--- src/rtl/luma_pkg.sv ---
package luma_pkg;

   typedef enum logic [1:0] {
      REG_BLANK  = 2'd0,
      REG_ACTIVE = 2'd1,
      REG_SYNC   = 2'd2
   } lregion_e;

endpackage

--- src/rtl/luma_delay_line.sv ---
module luma_delay_line #(
   parameter int DW  = 10,
   parameter int DLY = 6
) (
   input  logic          clk,
   input  logic          rst_n,
   input  logic          in_vld,
   input  logic [DW-1:0] in_luma,
   input  logic          in_hs,
   input  logic          in_vs,
   input  logic          in_act,
   output logic          out_vld,
   output logic [DW-1:0] out_luma,
   output logic          out_hs,
   output logic          out_vs,
   output logic          out_act
);

   localparam int EW = DW + 3;

   logic [EW-1:0] entry_in;
   logic [EW-1:0] entry_out;

   assign entry_in = {in_hs, in_vs, in_act, in_luma};

   generate
      if (DLY == 0) begin : g_nodelay
         always_ff @(posedge clk or negedge rst_n) begin
            if (!rst_n) begin
               entry_out <= '0;
            end else if (in_vld) begin
               entry_out <= entry_in;
            end
         end
      end else begin : g_shift
         logic [EW-1:0] stage [DLY];
         for (genvar i = 0; i < DLY; i++) begin : g_stage
            always_ff @(posedge clk or negedge rst_n) begin
               if (!rst_n) begin
                  stage[i] <= '0;
               end else if (in_vld) begin
                  if (i == 0) begin
                     stage[i] <= entry_in;
                  end else begin
                     stage[i] <= stage[(i == 0) ? 0 : i-1];
                  end
               end
            end
         end
         always_ff @(posedge clk or negedge rst_n) begin
            if (!rst_n) begin
               entry_out <= '0;
            end else if (in_vld) begin
               entry_out <= stage[DLY-1];
            end
         end
      end
   endgenerate

   always_ff @(posedge clk or negedge rst_n) begin
      if (!rst_n) begin
         out_vld <= 1'b0;
      end else begin
         out_vld <= in_vld;
      end
   end

   assign out_luma = entry_out[DW-1:0];
   assign out_act  = entry_out[DW];
   assign out_vs   = entry_out[DW+1];
   assign out_hs   = entry_out[DW+2];

endmodule

--- src/rtl/luma_level_gen.sv ---
module luma_level_gen
   import luma_pkg::*;
#(
   parameter int DW = 10,
   parameter int GW = 10,
   parameter int GF = 9
) (
   input  logic          clk,
   input  logic          rst_n,
   input  logic          in_vld,
   input  logic [DW-1:0] in_luma,
   input  logic          in_hs,
   input  logic          in_vs,
   input  logic          in_act,
   input  logic [GW-1:0] gain,
   input  logic [DW-1:0] black_lvl,
   input  logic [DW-1:0] blank_lvl,
   input  logic [DW-1:0] sync_lvl,
   output logic          out_vld,
   output logic [DW-1:0] out_level,
   output lregion_e      out_region
);

   localparam int PW = DW + GW;
   localparam int SW = PW - GF;
   localparam logic [DW-1:0] MAXV = {DW{1'b1}};

   logic [PW-1:0] product;
   logic [SW-1:0] shifted;
   logic [DW-1:0] scaled;
   logic [DW:0]   lifted;
   logic [DW-1:0] picture;
   logic [DW-1:0] level_n;
   lregion_e      region_n;

   assign product = PW'(in_luma) * PW'(gain);
   assign shifted = product[PW-1:GF];

   generate
      if (SW > DW) begin : g_sat
         logic ovf;
         assign ovf    = |shifted[SW-1:DW];
         assign scaled = ovf ? MAXV : shifted[DW-1:0];
      end else begin : g_nosat
         assign scaled = DW'(shifted);
      end
   endgenerate

   assign lifted  = {1'b0, black_lvl} + {1'b0, scaled};
   assign picture = lifted[DW] ? MAXV : lifted[DW-1:0];

   always_comb begin
      if (in_hs || in_vs) begin
         region_n = REG_SYNC;
         level_n  = sync_lvl;
      end else if (in_act) begin
         region_n = REG_ACTIVE;
         level_n  = picture;
      end else begin
         region_n = REG_BLANK;
         level_n  = blank_lvl;
      end
   end

   always_ff @(posedge clk or negedge rst_n) begin
      if (!rst_n) begin
         out_vld    <= 1'b0;
         out_level  <= '0;
         out_region <= REG_BLANK;
      end else begin
         out_vld <= in_vld;
         if (in_vld) begin
            out_level  <= level_n;
            out_region <= region_n;
         end
      end
   end

endmodule

--- src/rtl/luma_edge_ramp.sv ---
module luma_edge_ramp
   import luma_pkg::*;
#(
   parameter int DW       = 10,
   parameter int RAMP_LEN = 4,
   parameter int CW       = $clog2(RAMP_LEN + 1)
) (
   input  logic          clk,
   input  logic          rst_n,
   input  logic          in_vld,
   input  logic [DW-1:0] in_level,
   input  lregion_e      in_region,
   output logic          out_vld,
   output logic [DW-1:0] out_val,
   output logic [CW-1:0] out_cnt,
   output lregion_e      region_q
);

   localparam int RLOG = $clog2(RAMP_LEN);
   localparam int PW   = DW + CW + 3;
   localparam logic [CW-1:0] FULL = CW'(RAMP_LEN);

   logic [DW-1:0] start_q;
   logic [DW-1:0] start_n;
   logic [CW-1:0] cnt_n;
   logic [DW-1:0] shaped;
   logic          changed;

   assign changed = (in_region != region_q);

   always_comb begin
      if (changed) begin
         cnt_n   = CW'(1);
         start_n = out_val;
      end else if (out_cnt < FULL) begin
         cnt_n   = out_cnt + CW'(1);
         start_n = start_q;
      end else begin
         cnt_n   = out_cnt;
         start_n = start_q;
      end
   end

   generate
      if (RAMP_LEN == 1) begin : g_step
         assign shaped = in_level;
      end else begin : g_ramp
         logic signed [PW-1:0] diff;
         logic signed [PW-1:0] prod;
         logic signed [PW-1:0] step;
         logic signed [PW-1:0] sum;
         assign diff   = $signed({{(PW-DW){1'b0}}, in_level}) - $signed({{(PW-DW){1'b0}}, start_n});
         assign prod   = diff * $signed({{(PW-CW){1'b0}}, cnt_n});
         assign step   = prod >>> RLOG;
         assign sum    = $signed({{(PW-DW){1'b0}}, start_n}) + step;
         assign shaped = sum[DW-1:0];
      end
   endgenerate

   always_ff @(posedge clk or negedge rst_n) begin
      if (!rst_n) begin
         out_vld  <= 1'b0;
         out_val  <= '0;
         out_cnt  <= FULL;
         start_q  <= '0;
         region_q <= REG_BLANK;
      end else begin
         out_vld <= in_vld;
         if (in_vld) begin
            out_val  <= shaped;
            out_cnt  <= cnt_n;
            start_q  <= start_n;
            region_q <= in_region;
         end
      end
   end

endmodule

--- src/rtl/luma_halfband_x2.sv ---
module luma_halfband_x2 #(
   parameter int DW = 10
) (
   input  logic          clk,
   input  logic          rst_n,
   input  logic          in_vld,
   input  logic [DW-1:0] in_val,
   output logic          out_vld,
   output logic [DW-1:0] out_val
);

   localparam int NH = 4;
   localparam int AW = DW + 7;
   localparam logic [DW-1:0] MAXV = {DW{1'b1}};

   logic [DW-1:0] hist [NH];
   logic          odd_pending;
   logic signed [AW-1:0] acc;
   logic [DW-1:0] odd_val;

   for (genvar i = 0; i < NH; i++) begin : g_hist
      always_ff @(posedge clk or negedge rst_n) begin
         if (!rst_n) begin
            hist[i] <= '0;
         end else if (in_vld) begin
            if (i == 0) begin
               hist[i] <= in_val;
            end else begin
               hist[i] <= hist[(i == 0) ? 0 : i-1];
            end
         end
      end
   end

   assign acc = AW'(9) * ($signed({{(AW-DW){1'b0}}, hist[2]}) + $signed({{(AW-DW){1'b0}}, hist[1]}))
              - $signed({{(AW-DW){1'b0}}, hist[3]})
              - $signed({{(AW-DW){1'b0}}, hist[0]})
              + AW'(8);

   always_comb begin
      logic signed [AW-1:0] q;
      q = acc >>> 4;
      if (q < 0) begin
         odd_val = '0;
      end else if (q > $signed({{(AW-DW){1'b0}}, MAXV})) begin
         odd_val = MAXV;
      end else begin
         odd_val = q[DW-1:0];
      end
   end

   always_ff @(posedge clk or negedge rst_n) begin
      if (!rst_n) begin
         out_vld     <= 1'b0;
         out_val     <= '0;
         odd_pending <= 1'b0;
      end else if (in_vld) begin
         out_vld     <= 1'b1;
         out_val     <= hist[1];
         odd_pending <= 1'b1;
      end else if (odd_pending) begin
         out_vld     <= 1'b1;
         out_val     <= odd_val;
         odd_pending <= 1'b0;
      end else begin
         out_vld <= 1'b0;
      end
   end

endmodule

--- src/rtl/luma_sync_inserter.sv ---
module luma_sync_inserter
   import luma_pkg::*;
#(
   parameter int DW       = 10,
   parameter int GW       = 10,
   parameter int GF       = 9,
   parameter int DLY      = 6,
   parameter int RAMP_LEN = 4
) (
   input  logic          clk,
   input  logic          rst_n,
   input  logic          pix_valid,
   input  logic [DW-1:0] luma_in,
   input  logic          hsync_in,
   input  logic          vsync_in,
   input  logic          active_in,
   input  logic [GW-1:0] gain,
   input  logic [DW-1:0] black_lvl,
   input  logic [DW-1:0] blank_lvl,
   input  logic [DW-1:0] sync_lvl,
   output logic          out_valid,
   output logic [DW-1:0] out_data
);

   localparam int CW = $clog2(RAMP_LEN + 1);

   initial begin
      assert (DW >= 4) else $fatal(1, "DW too small");
      assert (GF < GW) else $fatal(1, "gain needs an integer bit");
      assert (DLY >= 0) else $fatal(1, "DLY negative");
      assert (RAMP_LEN >= 1 && (RAMP_LEN & (RAMP_LEN - 1)) == 0)
         else $fatal(1, "RAMP_LEN must be a power of two");
   end

   logic          d_vld;
   logic [DW-1:0] d_luma;
   logic          d_hs, d_vs, d_act;
   logic          lv_vld;
   logic [DW-1:0] lv_level;
   lregion_e      lv_region;
   logic          rp_vld;
   logic [DW-1:0] rp_val;
   logic [CW-1:0] rp_cnt;
   lregion_e      rp_region;

   luma_delay_line #(.DW(DW), .DLY(DLY)) i_delay (
      .clk     (clk),
      .rst_n   (rst_n),
      .in_vld  (pix_valid),
      .in_luma (luma_in),
      .in_hs   (hsync_in),
      .in_vs   (vsync_in),
      .in_act  (active_in),
      .out_vld (d_vld),
      .out_luma(d_luma),
      .out_hs  (d_hs),
      .out_vs  (d_vs),
      .out_act (d_act)
   );

   luma_level_gen #(.DW(DW), .GW(GW), .GF(GF)) i_level (
      .clk       (clk),
      .rst_n     (rst_n),
      .in_vld    (d_vld),
      .in_luma   (d_luma),
      .in_hs     (d_hs),
      .in_vs     (d_vs),
      .in_act    (d_act),
      .gain      (gain),
      .black_lvl (black_lvl),
      .blank_lvl (blank_lvl),
      .sync_lvl  (sync_lvl),
      .out_vld   (lv_vld),
      .out_level (lv_level),
      .out_region(lv_region)
   );

   luma_edge_ramp #(.DW(DW), .RAMP_LEN(RAMP_LEN), .CW(CW)) i_ramp (
      .clk      (clk),
      .rst_n    (rst_n),
      .in_vld   (lv_vld),
      .in_level (lv_level),
      .in_region(lv_region),
      .out_vld  (rp_vld),
      .out_val  (rp_val),
      .out_cnt  (rp_cnt),
      .region_q (rp_region)
   );

   luma_halfband_x2 #(.DW(DW)) i_interp (
      .clk    (clk),
      .rst_n  (rst_n),
      .in_vld (rp_vld),
      .in_val (rp_val),
      .out_vld(out_valid),
      .out_val(out_data)
   );

endmodule

--- config.mk ---
export PLATFORM = sky130hd
export DESIGN_NAME = luma_sync_inserter
export DESIGN_NICKNAME = d
export VERILOG_FILES = /design/src/rtl/luma_pkg.sv /design/src/rtl/luma_delay_line.sv /design/src/rtl/luma_level_gen.sv /design/src/rtl/luma_edge_ramp.sv /design/src/rtl/luma_halfband_x2.sv /design/src/rtl/luma_sync_inserter.sv
export SDC_FILE = /design/constraint.sdc
export NUM_CORES = 1
export LEC_CHECK = 0
export CAP_MARGIN = 15
export CELL_PAD_IN_SITES_DETAIL_PLACEMENT = 1
export CELL_PAD_IN_SITES_GLOBAL_PLACEMENT = 2
export CORE_ASPECT_RATIO = 0.75
export CORE_MARGIN = 5
export CORE_UTILIZATION = 40
export CTS_CLUSTER_DIAMETER = 200
export DETAILED_ROUTE_END_ITERATION = 8
export DONT_BUFFER_PORTS = 1
export PLACE_DENSITY_LB_ADDON = 0.3
export SYNTH_ARGS = -nofsm -noshare
export SYNTH_HDL_FRONTEND = slang
export SYNTH_SLANG_ARGS = --single-unit
--- constraint.sdc ---
create_clock -name clk -period 17.24 [get_ports clk]
set_input_delay 1.724 -clock clk [delete_from_list [all_inputs] [get_ports clk]]
set_output_delay 1.724 -clock clk [all_outputs]
set_load 0.005 [all_outputs]
# After elaboration in Yosys (flattened, before gate mapping)
# Index checks and enable logic that the tools add are counted.
# op_classes
addsub	8
n_mul	3
magnitude_cmp	3
eq_ne	1
n_mux	16
reduce_logical	2
# ops
op	n
$mux 10	9
$sub 17x11->17	2
$add 10x10->11	2
$mul 10x10->20	1
$add 17x5->17 const B	1
$mul 5x17->17 const A	1
$mul 16x4->12	1
$gt 13x11->1 const B	1
$lt 13x1->1 const B	1
$sub 10x10->11	1
$add 10x10->10	1
$mux 3	2
$mux 1	4
$add 3x1->3 const B	1
$lt 3x3->1 const B	1
$mux 2	1
$ne 2x2->1	1
$reduce_bool 2->1	1
$logic_or 1x1->1	1
# totals
ff_bits	183
inputBits	56
out_inout_bits	11
word_cells	56

# Depth between registers and ports, before layout
# Gate-level depths: netlist (run 1).
# depth
depth_word	10
ltp_mapped	32

# Hierarchy
# From an unflattened synthesis (run 1), not the netlist that was laid out.
# unflattened
hier_cells	1450
hier_area_um2	15344.7
# by_module_without_submodules
module	n_inst	cells_each	area_per_inst_um2
luma_halfband_x2	1	453	4375.4
luma_level_gen	1	458	4127.7
luma_delay_line	1	193	3856.2
luma_edge_ramp	1	346	2985.4

# Least setup slack after synthesis (run 1)
# OpenSTA, ideal clock, no wires.
# synth_path
path_kind	input port to flip-flop
startpoint	in gain[3]
endpoint	reg i_level.out_level[0]
arrival_ns	8.411
required_ns	17.106
setup_slack_ns	8.695
path_stages	32
n_path_buf	2
cell_sequence	clkbuf_1 -> nand2_1 -> fa_1 -> inv_1 -> fa_1 -> inv_1 -> fa_1 -> inv_1 -> fa_1 -> inv_1 -> fa_1 -> inv_1 -> ha_1 -> nor4_1 -> o21ai_1 -> o211a_1 -> a221o_1 -> a31oi_4 -> mux2i_2 -> o21ai_0 -> ha_1 -> inv_1 -> fa_1 -> nor2b_1 -> o21ai_0 -> a21boi_0 -> o21ai_0 -> a21oi_1 -> a31o_2 -> clkbuf_1 -> o221ai_1 -> o211ai_1
# synth_between
elab_chain_cells	6
# synth_lines
item	line	source
start, declared	luma_sync_inserter.sv:17	input logic [GW-1:0] gain,
$mul 10x10->20	luma_level_gen.sv:36	assign product = PW'(in_luma) * PW'(gain);
$mux 10	luma_level_gen.sv:43	assign scaled = ovf ? MAXV : shifted[DW-1:0];
$add 10x10->11	luma_level_gen.sv:49	assign lifted = {1'b0, black_lvl} + {1'b0, scaled};
$mux 10	luma_level_gen.sv:50	assign picture = lifted[DW] ? MAXV : lifted[DW-1:0];
$mux 10	luma_level_gen.sv:56	end else if (in_act) begin
$mux 10	luma_level_gen.sv:53	if (in_hs || in_vs) begin
end signal, assigned	luma_level_gen.sv:73	out_level <= level_n;
end, declared	luma_level_gen.sv:20	output logic [DW-1:0] out_level,
# No other way between the ends.
# A chain may end at the register's enable or synchronous reset.

# Worst setup path after layout (run 1)
# Ends and elaborated chain as after synthesis.

==> results of run 1 <==
[synthesized netlist by cell type (all sizes together) (7+ instances only)]
cell type,number,area share
a21o,17,0.0091
a21oi,53,0.019
a22oi,10,0.0053
and2,64,0.029
buf,8,0.0022
clkbuf,38,0.010
dfrtp,182,0.32
fa,90,0.13
ha,156,0.14
inv,169,0.045
mux2,127,0.10
mux2i,13,0.0098
nand2,88,0.024
nand2b,10,0.0045
nand3,7,0.0025
nor2,61,0.017
nor2b,25,0.011
nor3,16,0.0057
o21ai,61,0.022
o21bai,8,0.0043
o221ai,9,0.0056
xnor2,33,0.021
xor2,25,0.016
[layer usage]
layer  global-route usage  vias to the layer above  share of wire  wire [um]
met3               0.0334                       21          0.043       1350
met4               0.0288                        4         0.0064        201
li1                     -                     4455              -          -
met2                0.234                      122           0.40      12500
met5                    0                        -        0.00086         27
met1                0.276                     4550           0.55      17400
[state kept, by name, indices dropped and copies added (netlist names)]
register	flops
i_delay.g_shift.stage	78
i_interp.hist	40
i_delay.entry_out	13
i_interp.out_val	10
i_level.out_level	10
i_ramp.out_val	10
i_ramp.start_q	10
i_ramp.out_cnt	3
i_level.out_region	2
i_ramp.region_q	2
i_delay.out_vld	1
i_interp.odd_pending	1
i_interp.out_vld	1
i_level.out_vld	1
i_ramp.out_vld	1
[worst paths after layout]
| path | endpoint | slack (ns) |
|---|---|---|
| worst max-delay path | i_level.out_level[0] | 8.79 |
| worst min-delay path | i_delay.g_shift.stage[34] | 0.51 |
| worst max register to register | i_level.out_level[0] | 9.31 |
| worst min register to register | i_delay.g_shift.stage[34] | 0.51 |
| max in group asynchronous | i_interp.out_vld | 15.79 |
| min in group asynchronous | i_interp.out_val[8] | 0.98 |
[through the flow]
stage	std cells	hold WS [ns]	setup WS [ns]	instance area, um^2	util
global route	1790	0.519	8.27	15100	0.436
detailed placement	1758	0.491	8.42	14500	0.417
global placement	1758	0.485	8.64	14500	0.417
CTS	1790	0.507	8.87	15100	0.436
finish	1790	0.506	8.79	15100	0.436
floorplan	1343	0.352	8.69	14000	-
[layout make-up]
class,instances,area [um^2]
Fill cell,3830,19600
Multi-Input combinational cell,945,8660
Sequential cell,183,4580
Inverter,169,634
Tap cell,457,572
Clock buffer,17,425
Clock inverter,15,223
Timing Repair Buffer,4,30.0
[critical path: cells and delay by family]
kind / cells / cell delay [ns]
multiplexers: 1 / 0.43
buffers and inverters: 6 / 0.33
AND/OR/NAND/NOR: 3 / 0.35
AO/OA/AOI/OAI: 12 / 2.69
adder cells (fa/ha/maj): 8 / 3.21
[logic make-up after synthesis]
family / count (synthesis) / synth area share
simple gates: 296 / 0.105
fa+ha+maj: 246 / 0.267
buf+inv: 215 / 0.0575
compound gates: 204 / 0.0946
flops: 183 / 0.326
mux: 140 / 0.112
xor+xnor: 59 / 0.0378
[cell usage in the layout (no fill, tap or decap), types with 4 or more instances in the layout]
cell type / instances
o21a_1: 6
ha_1: 156
a21boi_0: 5
o31ai_1: 4
mux2i_1: 11
clkinv_8: 6
xor2_1: 25
nor4_1: 5
clkbuf_16: 17
dfrtp_1: 181
a22oi_1: 10
a21o_1: 17
nor2_1: 60
mux2_2: 126
nor3_1: 16
nand2_1: 88
fa_1: 90
buf_4: 4
nor2b_1: 25
nand2b_1: 10
and2_1: 64
o21ai_0: 59
o221ai_1: 9
o21bai_1: 8
nand4_1: 5
a21oi_1: 53
inv_12: 4
xnor2_1: 33
inv_1: 168
nand3_1: 7
==> metrics, run 1 <==
Root Driver clkbuf_16; #FFs+latches synth 183; Worst-path clk slew 0.09 ns; Worst Hold Path Cells 1; die area 39000 um^2; ys async rst share 1.00; DRT iter0 DRCs 525; Hold-fix buffers, CTS 0; Netlist cell types 64; CP endpoint kind flip-flop; Final Skew 0.0132 ns; number of synthesis warnings 0; post-DR vias/cell 5.11; Clock Sinks 183; Area Overhead vs Synth 7.67%; drt pass-1 iters 4; final setup violation count 0; FMAX 118 MHz; Initial Util 0.405; Syn Area/Cell 10.5 um^2; global route overflow 0; prevailing post-synth register cell dfrtp_1; CTS Buffer Depth 2; DRC Markers 0; Setup Fix Bufs, Post-CTS 0; CTS H-Tree Depth 4; period utilisation layout 0.490; Die X-Extent 226 um; Setup Crit Path Kind in -> reg; worst reg2reg path depth 30; CP max stage delay 0.56 ns; actual slew at the worst max-slew pin 0.930 ns; max_cap viols 0; Cell Area, Synth 14000 um^2; Max Slew Vio Count 0; vias 9152; Final Hold Fails 0; HP Start i_delay.g_shift.stage[47]; syn_nets 1645; Final nets 1622; layout cells sized above 1 0.139; ANT nets after route 0; initial antenna violation count 2; number of global-route vias before repair 9673; min cycle time layout 8.45 ns; Cell Rows 59; Die H 172 um; first-pass GRT wire length 52900 um; total CTS buffers 17; port bufs 0; wire per inst 17.6 um; WL final 31500 um; r2r startpoint i_delay.entry_out[5]; register area share after synthesis 0.326; I/O pin count 67; Core Area 34700 um^2; min-delay worst type reg -> reg; n_diodes 0; CP arrival 8.75 ns; largest net degree at the start of global routing 184; CP Launch Type primary input; number of synthesized flops with an enable pin 0; Setup crit start gain[3]; RSZ-0062 raised after global routing false; Max-slew headroom 0.378; Clock Latency Late Sink 0.45 ns; CP required 17.54 ns; Setup TNS Final 0 ns; Syn Inst Count 1343; CP max-delay cell fa_1; DPL Wire Length 24700 um; cts repair resizes 0; total track usage 0.170; outcome complete, no violations; RePlAce Congestion 0.826; CTS tree built; maximum fanout along the worst path 10
Power of run 1 is left out: the tool's default activity adds up to more than one toggle a clock period on the data nets, which glitch-free logic cannot reach.
==> inputs of run 2 (changes only) <==
ABC_AREA = 1   (was unset)
CORE_UTILIZATION = 36   (was 40)
clock period = 7.2 ns   (was 17.24 ns; I/O delays follow)
==> run 2 against run 1 <==
  * Sequential share of layout area shrank 1.6 points
  * Setup slack worse by 8.3 ns
  * Non-clock buffer count up 12
  * Register-to-register slack worse by 8.8 ns
  * Sequential cell count unchanged
  * Global-route usage grew 0.68 points
  * Core utilization is 4.3 points lower
  * Critical path type is now reg -> reg
  * Largest cell class unchanged
==> metrics, run 2 <==
FMAX 148 MHz; Clock Latency Late Sink 0.46 ns; number of synthesized flops with an enable pin 0; Root Driver clkbuf_16; Syn Area/Cell 7.98 um^2; Cell Area, Synth 14800 um^2; RSZ-0062 raised after global routing true; Fill cells 4999; most frequent cells in the layout nand2_1 (444), inv_1 (369), dfrtp_1 (179), ha_1 (156), o21ai_0 (120); number of synthesis warnings 0; Setup Crit Path Kind reg -> reg; vias 11400; final setup violation count 0; largest reg by FF count i_delay.g_shift.stage; CP arrival 7.08 ns; Setup crit start i_delay.entry_out[1]; I/O pin count 67; r2r startpoint i_delay.entry_out[1]; actual slew at the worst max-slew pin 1.14 ns; number of global-route vias before repair 12400; min cycle time layout 6.73 ns; CP required 7.55 ns; Area Overhead vs Synth 7.94%; maximum fanout along the worst path 9; largest net degree at the start of global routing 183; most used cell, CP inv_1; worst reg2reg path depth 34; outcome complete, no violations; Final nets 2133; global route overflow 0; period utilisation layout 0.935; top area cells in the synthesized netlist dfrtp_1 (31%), ha_1 (13%), fa_1 (12%); CP endpoint kind flip-flop; port bufs 0; Clock Sinks 183; most frequent cells after synthesis nand2_1 (445), inv_1 (369), dfrtp_1 (182); Die H 186 um; DRC Markers 0; wire per inst 16.0 um; Setup TNS Final 0 ns; max_cap viols 0; ANT nets after route 0; most common cell in the netlist nand2_1; Max-slew headroom 0.238; total track usage 0.176; ys async rst share 1.00; Initial Util 0.364; register area share after synthesis 0.309; CP Launch Type flip-flop; layout cells sized above 1 0.0548; total CTS buffers 17; Cell Rows 64; Die X-Extent 244 um; share of the synthesized area in the top cell type 0.308; DRT iter0 DRCs 505; #FFs+latches synth 183; CTS Buffer Depth 2; first-pass GRT wire length 64400 um; CTS tree built; max reg flops 78; prevailing post-synth register cell dfrtp_1; Placement Setup Slack 0.303 ns; most common cell after layout, fill and taps aside nand2_1; drt pass-1 iters 4; Final Hold Fails 0; WL final 38100 um; syn_nets 2158; Netlist cell types 47; Core Area 40700 um^2; RePlAce Congestion 0.823; CP max-delay cell fa_1; Final Skew 0.0117 ns; die area 45300 um^2; post-DR vias/cell 4.79; WP depth 34; min-delay worst type in -> async; CTS H-Tree Depth 4; Max Slew Vio Count 0; Worst-path clk slew 0.08 ns; final core occ 0.393; area leader, netlist dfrtp_1; CP max stage delay 0.55 ns; Largest regs i_delay.g_shift.stage (78), i_interp.hist (40), i_delay.entry_out (13); Syn Inst Count 1856; Setup WS post-layout 0.466 ns; Crit path buffers/inverters 8; CP top delay family adder cells; DPL Wire Length 30000 um; initial antenna violation count 6
## run 2: cell types whose count changed after synthesis, sizes merged, moves of 25 or more
cell	delta
nand2	+364
inv	+208
mux2	-116
o21ai	+66
and2	-64
a21oi	+58
nor2	+38
nand3	+34
nor2b	-25
## run 2: layer usage
metal / share of wire / GRT usage / wire, um
met1: 0.47 / 0.233 / 18000
met2: 0.49 / 0.306 / 18600
met3: 0.028 / 0.0330 / 1080
met4: 0.012 / 0.0383 / 439
met5: 0.00053 / 0 / 20
## run 2: area by class of cell
cell class	instances	area, um^2	share of cell area
Multi-Input combinational cell	1236	8580	0.537
Timing Repair Buffer	16	153	0.00955
Sequential cell	183	4580	0.287
Antenna cell	3	7.51	0.000470
Clock buffer	18	429	0.0269
Clock inverter	14	154	0.00963
Inverter	377	1420	0.0885
Tap cell	528	661	0.0413
## run 2: logic make-up after synthesis
kind of cell | count (synthesis) | share of synthesized area
AO/OA/AOI/OAI | 295 | 0.110
XOR/XNOR | 53 | 0.0336
adder cells (fa/ha/maj) | 246 | 0.254
buffers and inverters | 437 | 0.112
flip-flops | 183 | 0.309
multiplexers | 11 | 0.00837
AND/OR/NAND/NOR | 631 | 0.174
## run 2: through the flow
stage / hold slack (ns) / instance area, um^2 / instances
6_report: 0.101 / 16000 / 2375
5_1_grt: 0.0639 / 16000 / 2374
4_1_cts: 0.0680 / 15900 / 2371
3_5_place_dp: 0.429 / 15300 / 2338
3_3_place_gp: 0.429 / 15300 / 2338
2_1_floorplan: 0.352 / 14800 / 1856
## run 2: path summary, 6_finish.rpt
kind | slack, ns | endpoint
hold reg to reg | 0.48 | i_delay.g_shift.stage[52]
max in group asynchronous | 5.99 | i_delay.entry_out[6]
hold / removal | 0.10 | i_ramp.out_cnt[2]
setup reg to reg | 0.47 | i_level.out_level[5]
setup / recovery | 0.47 | i_level.out_level[5]
min in group clk | 0.35 | i_delay.g_shift.stage[45]
## run 2: worst reg2reg max path: cells and delay by family, from the launching register on
kind | cells | cell delay, ns
buffers and inverters | 8 | 0.64
and+or+nand+nor | 12 | 1.39
adders and majority gates | 7 | 3.22
AOI/OAI and AO/OA | 6 | 0.73
DFF | 1 | 0.45
xor gates and xnor gates | 1 | 0.16
## run 2: timing repair
item / in CTS / in global routing
hold buffers: 1 / 0
buffers inserted: 0 / 1
endpoints found under the setup margin: 0 / 10
hold endpoints to repair: 182 / 0
gates resized for setup: 0 / 9
Power of run 2 is left out for the same reason.
==> inputs of run 3 (changes only) <==
ABC_AREA = unset   (was 1)
CELL_PAD_IN_SITES_GLOBAL_PLACEMENT = 1   (was 2)
CORE_UTILIZATION = 40   (was 36)
==> run 3 against run 2 <==
  * Clock skew grew 0.0047 ns
  * Cell area down 3.1%
  * Cell count fell by 23%
  * Routed wire length is 15% lower
  * Global-route usage decreased by 0.61 points
  * Register-to-register slack got worse by 0.27 ns
==> metrics, run 3 (synthesis results as in run 1) <==
Setup TNS Final 0 ns; CP max stage delay 0.56 ns; Worst-path clk slew 0.08 ns; Area Overhead vs Synth 10.3%; CP arrival 7.39 ns; Setup Crit Path Kind reg -> reg; DRC Markers 0; most used cell, CP fa_1; min cycle time layout 7.00 ns; RePlAce Congestion 0.852; global route overflow 0; drt pass-1 iters 4; total CTS buffers 17; maximum fanout along the worst path 5; min-delay worst type in -> async; CP endpoint kind flip-flop; CP Launch Type flip-flop; Fill cells 3832; first-pass GRT wire length 53000 um; placed cell area 14600 um^2; Placement Setup Slack -0.339 ns; max_cap viols 0; total track usage 0.170; Max-slew headroom 0.315; CTS H-Tree Depth 4; Die X-Extent 226 um; WL final 32400 um; largest reg by FF count i_delay.g_shift.stage; die area 39000 um^2; most common cell after layout, fill and taps aside dfrtp_1; layout cells sized above 1 0.178; most frequent cells in the layout dfrtp_1 (173), inv_1 (167), ha_1 (154), mux2_2 (126), fa_1 (87); number of global-route vias before repair 9834; cell area after layout 15500 um^2; Final Hold Fails 0; CTS Buffer Depth 2; Clock Latency Late Sink 0.45 ns; DPL Wire Length 25000 um; final setup violation count 0; FMAX 143 MHz; outcome complete, no violations; Final Skew 0.0164 ns; actual slew at the worst max-slew pin 1.03 ns; CTS tree built; Max Slew Vio Count 0; Largest regs i_delay.g_shift.stage (78), i_interp.hist (40), i_delay.entry_out (13); Root Driver clkbuf_16; largest net degree at the start of global routing 183; I/O pin count 67; Core Area 34700 um^2; wire per inst 17.8 um; Initial Util 0.405; Clock Sinks 183; Final nets 1651; post-DR vias/cell 5.16; period utilisation layout 0.973; Die H 172 um; vias 9388; Setup WS post-layout 0.197 ns; CP required 7.59 ns; Cell Rows 59; initial antenna violation count 3; max reg flops 78; final hold slack 0.107 ns; port bufs 0; CP max-delay cell fa_1; ANT nets after route 0; DRT iter0 DRCs 557
-- run 3: changes by cell type in the layout (fill, tap and decap cells not counted), sizes merged, moves of 16 or more --
cell   change
a21oi     -58
nor2b     +25
nand2    -364
o21ai     -66
nand3     -34
buf       +16
and2      +64
inv      -208
mux2     +116
nor2      -38
-- run 3: cell type report --
| class | count | area, um^2 | share of cell area |
|---|---|---|---|
| clock buffer | 17 | 425 | 0.0275 |
| inverter | 169 | 634 | 0.0410 |
| multi-input combinational | 946 | 8760 | 0.566 |
| sequential | 183 | 4590 | 0.297 |
| clock inverter | 15 | 228 | 0.0147 |
| tap | 457 | 572 | 0.0369 |
| antenna | 1 | 2.50 | 0.000162 |
| timing repair buffer | 32 | 273 | 0.0176 |
-- run 3: worst paths after layout --
check                                          start                         to  slack, ns  cells after the start
max reg2reg                     i_delay.entry_out[5]       i_level.out_level[8]       0.20                     29
min                                            rst_n          i_ramp.out_cnt[2]       0.11                      0
min reg2reg                i_delay.g_shift.stage[77]  i_delay.g_shift.stage[77]       0.50                      1
min in group clk                           pix_valid            i_delay.out_vld       0.37                      0
max                             i_delay.entry_out[5]       i_level.out_level[8]       0.20                     29
max in group asynchronous                      rst_n             i_ramp.out_vld       6.10                      1
-- run 3: through the flow --
step,utilization,instances
6_report,0.446,1820
2_1_floorplan,-,1343
3_3_place_gp,0.422,1777
4_1_cts,0.442,1810
5_1_grt,0.446,1820
3_5_place_dp,0.422,1777
-- run 3: critical path, delay by kind of cell, from the launching register on --
family          cells  cell delay, ns
flops               1            0.45
mux                 1            0.12
compound gates     10            2.04
buf+inv             6            0.50
xor+xnor            1            0.15
fa+ha+maj           8            3.36
simple gates        3            0.33
-- run 3: what timing repair did --
| item | 4_1_cts | 5_1_grt |
|---|---|---|
| endpoints found under the hold margin | 182 | 0 |
| setup buffers | 0 | 7 |
| hold buffers | 1 | 0 |
| gates cloned | 0 | 2 |
| gates resized for setup | 6 | 24 |
| endpoints found under the setup margin | 10 | 10 |
| pin swaps | 4 | 21 |
-- run 3: routing by layer --
metal  part of all wire  routed length [um]  track usage  vias up
met4             0.0088                 284       0.0350        2
met5            0.00046                  15            0        -
met3              0.044                1420       0.0373       23
li1                   -                   -            -     4526
met2               0.41               13300        0.235      116
met1               0.54               17400        0.272     4721
Power of run 3 is left out for the same reason.
